==> config.mk <==
export PLATFORM = sky130hd
export DESIGN_NAME = branch_cond_unit
export DESIGN_NICKNAME = d
export VERILOG_FILES = /design/src/rtl/branch_cond_pkg.sv /design/src/rtl/branch_cond_eval.sv /design/src/rtl/branch_target_add.sv /design/src/rtl/branch_cond_unit.sv
export SDC_FILE = /design/constraint.sdc
export NUM_CORES = 1
export LEC_CHECK = 0
export CAP_MARGIN = 20
export CORE_UTILIZATION = 50
export DETAILED_ROUTE_END_ITERATION = 16
export DONT_BUFFER_PORTS = 1
export GPL_TIMING_DRIVEN = 0
export PLACE_DENSITY = 0.65
export SLEW_MARGIN = 20
export SYNTH_ARGS = -nofsm -noshare
export SYNTH_HDL_FRONTEND = slang
export SYNTH_SLANG_ARGS = --single-unit
==> constraint.sdc <==
create_clock -name clk -period 7.5 [get_ports clk]
set_input_delay 1.125 -clock clk [delete_from_list [all_inputs] [get_ports clk]]
set_output_delay 1.125 -clock clk [all_outputs]
set_load 0.005 [all_outputs]
==> src/rtl/branch_cond_pkg.sv <==
package branch_cond_pkg;
    localparam int unsigned FLAG_COUNT = 4;
    localparam int unsigned FLAG_IDX_W = $clog2(FLAG_COUNT);
    localparam int unsigned SEL_W      = FLAG_IDX_W + 1;

    // Flag vector order is fixed by the selector encoding (sel[2:1]).
    localparam int unsigned FIDX_NEG   = 0;
    localparam int unsigned FIDX_OVF   = 1;
    localparam int unsigned FIDX_CARRY = 2;
    localparam int unsigned FIDX_ZERO  = 3;

    typedef logic [FLAG_COUNT-1:0] flag_vec_t;
endpackage

==> src/rtl/branch_cond_eval.sv <==
module branch_cond_eval
    import branch_cond_pkg::*;
(
    input  logic [SEL_W-1:0] sel_i,
    input  flag_vec_t        flags_i,
    output logic             taken_o
);
    logic [FLAG_IDX_W-1:0] flag_idx;
    logic                  want_set;
    logic                  picked;

    always_comb begin
        flag_idx = sel_i[SEL_W-1:1];
        want_set = sel_i[0];
        picked   = flags_i[flag_idx];
        taken_o  = ~(picked ^ want_set);
    end
endmodule

==> src/rtl/branch_target_add.sv <==
module branch_target_add #(
    parameter int unsigned PC_W  = 16,
    parameter int unsigned OFF_W = 8
) (
    input  logic [PC_W-1:0]  base_i,
    input  logic [OFF_W-1:0] offset_i,
    output logic [PC_W-1:0]  target_o
);
    localparam int unsigned EXT_W = (PC_W > OFF_W) ? (PC_W - OFF_W) : 0;

    logic [PC_W-1:0] offset_ext;

    generate
        if (EXT_W > 0) begin : g_sext
            assign offset_ext = {{EXT_W{offset_i[OFF_W-1]}}, offset_i};
        end else begin : g_trunc
            assign offset_ext = offset_i[PC_W-1:0];
        end
    endgenerate

    // Carry out of the top bit is discarded, so the sum wraps.
    assign target_o = base_i + offset_ext;
endmodule

==> src/rtl/branch_cond_unit.sv <==
module branch_cond_unit
    import branch_cond_pkg::*;
#(
    parameter int unsigned          PC_W     = 16,
    parameter int unsigned          OFF_W    = 8,
    parameter logic [PC_W-1:0]      RESET_PC = '0
) (
    input  logic             clk,
    input  logic             rst_n,
    input  logic             valid_i,
    input  logic [PC_W-1:0]  pc_i,
    input  logic [OFF_W-1:0] offset_i,
    input  logic [SEL_W-1:0] sel_i,
    input  logic             flag_n_i,
    input  logic             flag_v_i,
    input  logic             flag_z_i,
    input  logic             flag_c_i,
    output logic             taken_o,
    output logic [PC_W-1:0]  next_pc_o,
    output logic [PC_W-1:0]  pc_q_o
);
    typedef struct packed {
        logic [PC_W-1:0] pc;
    } state_t;

    flag_vec_t       flags;
    logic            cond_hit;
    logic [PC_W-1:0] target;
    state_t          state_d, state_q;

    always_comb begin
        flags             = '0;
        flags[FIDX_NEG]   = flag_n_i;
        flags[FIDX_OVF]   = flag_v_i;
        flags[FIDX_CARRY] = flag_c_i;
        flags[FIDX_ZERO]  = flag_z_i;
    end

    branch_cond_eval i_eval (
        .sel_i   (sel_i),
        .flags_i (flags),
        .taken_o (cond_hit)
    );

    branch_target_add #(
        .PC_W  (PC_W),
        .OFF_W (OFF_W)
    ) i_add (
        .base_i   (pc_i),
        .offset_i (offset_i),
        .target_o (target)
    );

    assign taken_o   = cond_hit;
    assign next_pc_o = cond_hit ? target : pc_i;
    assign pc_q_o    = state_q.pc;

    always_comb begin
        state_d = state_q;
        if (valid_i) begin
            state_d.pc = next_pc_o;
        end
    end

    always_ff @(posedge clk) begin
        if (!rst_n) begin
            state_q.pc <= RESET_PC;
        end else begin
            state_q <= state_d;
        end
    end

    // a valid edge captures the pre-edge next counter
    a_r7_load: assert property (@(posedge clk) disable iff (!rst_n)
        valid_i |=> (pc_q_o == $past(next_pc_o)));

    // without valid the register holds
    a_r8_hold: assert property (@(posedge clk) disable iff (!rst_n)
        !valid_i |=> $stable(pc_q_o));

    // a failing condition leaves the counter where it is
    a_r5_not_taken: assert property (@(posedge clk) disable iff (!rst_n)
        !taken_o |-> (next_pc_o == pc_i));

    // a forward offset without wrap never moves the counter back
    a_r2_forward: assert property (@(posedge clk) disable iff (!rst_n)
        (taken_o && !offset_i[OFF_W-1] && (pc_i < (PC_W'(1) << (PC_W-1))))
            |-> (next_pc_o >= pc_i));

    // a backward offset without wrap moves the counter down
    a_r2_backward: assert property (@(posedge clk) disable iff (!rst_n)
        (taken_o && offset_i[OFF_W-1] && (pc_i >= (PC_W'(1) << OFF_W)))
            |-> (next_pc_o < pc_i));

    // zero flag matching the required value always takes the branch
    a_r4_zero_match: assert property (@(posedge clk) disable iff (!rst_n)
        ((sel_i[SEL_W-1:1] == 2'b11) && (flag_z_i == sel_i[0])) |-> taken_o);
endmodule

==> impl_summary.md <==
Clock network
The count of H-tree levels built during CTS is 1. The clock reaches the later pin of the worst-skew pair after 0.27 ns. The number of gates given a new drive strength after cts is 0. The TritonCTS clock tree is yes.

The clock-pin slew of the registers on the worst-case setup and hold paths is roughly 0.080 ns. Hold repair after CTS inserted 0 buffers. In this run the clock root is driven by a clkbuf_4. In this run the deepest clock path goes through 2 buffers.

The buffer count from post-CTS setup fixing is 0. The number of clock sinks is 16. Counting the buffers created by CTS gives 3.

Floorplanning
The die is 58.2 um tall. The floorplan step defined a core boundary enclosing 3030 um^2. between 60 and 70 I/O pins were placed. From left edge to right edge, the die measures approximately 58 um. The number of placement rows is 20. The initial utilization of the core area, before any placement, comes to 0.522. The die covers 3390 um^2.

Critical path
The start-to-end type of the worst setup path is primary input to primary output. In this run the worst path has a maximum fanout of 3. The startpoint type of the worst setup path is a primary input. The worst endpoint required time is between 6 and 7 ns. The worst endpoint data arrival time is ~3.4 ns. The worst setup path is captured at a primary output.

Drt
The number of vias in the routed layout is 1508. In the final routed layout, each cell accounts on average for between 15 and 20 um. The final antenna-violating net count is 0. The count of unresolved DRC violations after routing is 1.

Dividing the detail-routed via count by the number of cells gives between 6 and 7. The first routing iteration left about 100 violations. The routed wire length is about 4000 um.

The detailed-routing iteration count for the pre-antenna-repair pass is 10.

Finish
Relative to the synthesized area, the layout overhead comes to 4.90%. The share of cells above drive strength 1 is 0.0990. At the end of the flow the core is filled with cells to 0.548. The number of flip-flops under the largest register name is 16. The number of antenna diodes is 0.

After the last flow step, the layout net total stands at 254.

Global route
Entering global routing, the biggest net connects 13 pins. The total congestion overflow after global routing is 0. The initial antenna violation count came to 0. The first-pass GRT wire length is about 6200 um. The global-route total usage across every layer is 0.237.

The via count of the first global-routing pass is 1309.

Outcome
The final reports fail on DRC. The flow ran to the end, but the final reports show violations.

STA
The number of hold-slack violations in the final timing report is 0. The actual transition at the worst max-transition pin is a little under 0.6 ns. The number of setup violations in the final report is 0. Of the available clock period, the critical path in the final layout requires 0.601. The final max-slew violation count came to 0. The final-layout worst hold slack is just over 0.5 ns. Measured against its own limit, the worst slew margin works out to 0.609. Static timing analysis puts the maximum clock frequency at around 220 MHz. The summed negative setup slack over all endpoints is 0 ns. The final worst clock skew is 0 ns.

The clock period minus worst slack is approximately 4.5 ns. Setup repair after global routing left no endpoint under its margin.

Placed design
The final weighted congestion in routability-driven placement is 0.801. The quantity of I/O buffers inserted on ports is 0. The HPWL after detailed placement is approximately 3300 um.

Logic synthesis
The post-synth net total is between 200 and 250. After technology mapping, the gate count stands at about 200. Summing every instance area after synthesis gives ~1600 um^2.

The number of warning messages in the yosys log is 0. After synthesis the netlist holds a flip-flop and latch count of 16. The number of distinct library cell variants in the gate-level netlist after synthesis is 48. The fraction of registers with async set/reset is 0. The mean post-synth cell area is 7.95 um^2. The leading register cell type out of synthesis is dfxtp_1. The fraction of the yosys area taken by sequential cells is 0.203. Counting flops with a built-in enable in the synthesized netlist gives 0.

Worst hold path
The class of the tightest hold or removal check is flop to flop.

Pwr
The static leakage power is 0.726 nW. VDD sags by at most a little over 0.06 mV. The total power per unit cell area is approximately 160 nW/um^2.

Job
The total of max-cap violations is 0.
==> report_power, final <==
part / total [W] / switching (W) / internal (W)
logic: 0.000125 / 0.0000758 / 0.0000493
registers: 0.0000997 / 0.00000613 / 0.0000936
clock network: 0.0000414 / 0.0000228 / 0.0000186
total: 0.000266 / 0.000105 / 0.000162
==> layout by cell type (no fill, tap or decap), types with 3 or more instances in the layout <==
cell	n
ha_1	15
dfxtp_1	16
inv_1	6
nand3_1	3
nor3b_1	3
nor2_1	15
or2_2	3
clkbuf_4	3
a21boi_0	3
o21ba_2	4
a211oi_1	7
a21oi_1	6
o21ai_0	16
and2_1	3
a31oi_1	3
o211a_1	5
xor2_1	7
clkbuf_1	3
o211ai_1	4
and3_1	3
a21o_1	4
mux2i_1	3
o21ai_1	8
o31ai_1	5
nand2_1	25
==> final cells by class <==
class                      count  area (um^2)
buffer                         7         40.0
clock buffer                   3         22.5
fill                         301         1370
inverter                       7         26.3
multi-input combinational    169         1190
sequential                    16          320
tap                           44         55.1
==> kinds of logic after synthesis <==
logic type	after synthesis	share of synthesized area
multiplexers	4	0.0332
buffers and inverters	14	0.0419
flip-flops	16	0.203
AND/OR/NAND/NOR	65	0.200
XOR/XNOR	8	0.0443
AO/OA/AOI/OAI	76	0.347
adder cells (fa/ha/maj)	16	0.131
==> Yosys cell counts, types with 5 or more instances <==
cell / number / area, um^2
o211a_1: 5 / 50.1
nor2_1: 15 / 56.3
o21ai_1: 8 / 40.0
dfxtp_1: 16 / 320
o21ai_0: 16 / 80.1
ha_1: 15 / 188
a21oi_1: 6 / 30.0
nand2_1: 25 / 93.8
o31ai_1: 5 / 37.5
a211oi_1: 7 / 52.6
inv_1: 6 / 22.5
xor2_1: 7 / 61.3
==> critical path, cell delays in order <==
cell	delay, ns
ha_1	0.23
fa_1	0.44
a211oi_1	0.42
o211ai_1	0.22
a32o_1	0.36
o211ai_2	0.21
a21boi_0	0.12
o31ai_1	0.26
==> metrics by stage <==
| step | worst slack (ns) | cell area, um^2 | total power [W] | instances |
|---|---|---|---|---|
| after global placement | 3.06 | 1640 | 0.000221 | 243 |
| after floorplan | 3.29 | 1580 | 0.000199 | 199 |
| after CTS | 3.01 | 1660 | 0.000268 | 246 |
| after global routing | 2.81 | 1660 | 0.000289 | 246 |
| final | 2.99 | 1660 | 0.000266 | 246 |
| after detailed placement | 3.02 | 1640 | 0.000226 | 243 |
==> metal layers <==
metal	share of wire	vias up	wire, um	GRT usage
li1	-	750	-	-
met1	0.46	700	1830	0.326
met2	0.47	56	1900	0.392
met3	0.068	2	274	0.0357
met4	0.0020	0	8	0.0510
met5	0	-	0	0
==> path summary, 6_finish.rpt <==
path | startpoint | endpoint | slack [ns] | cells past startpoint
worst max-delay path | pc_i[0] | next_pc_o[14] | 2.99 | 8
worst min-delay path | pc_q_o[1] | pc_q_o[1] | 0.51 | 2
worst max register to register | pc_q_o[4] | pc_q_o[4] | 6.67 | 2
worst min register to register | pc_q_o[1] | pc_q_o[1] | 0.51 | 2
No activity file was read; power rests on OpenSTA's default activity.
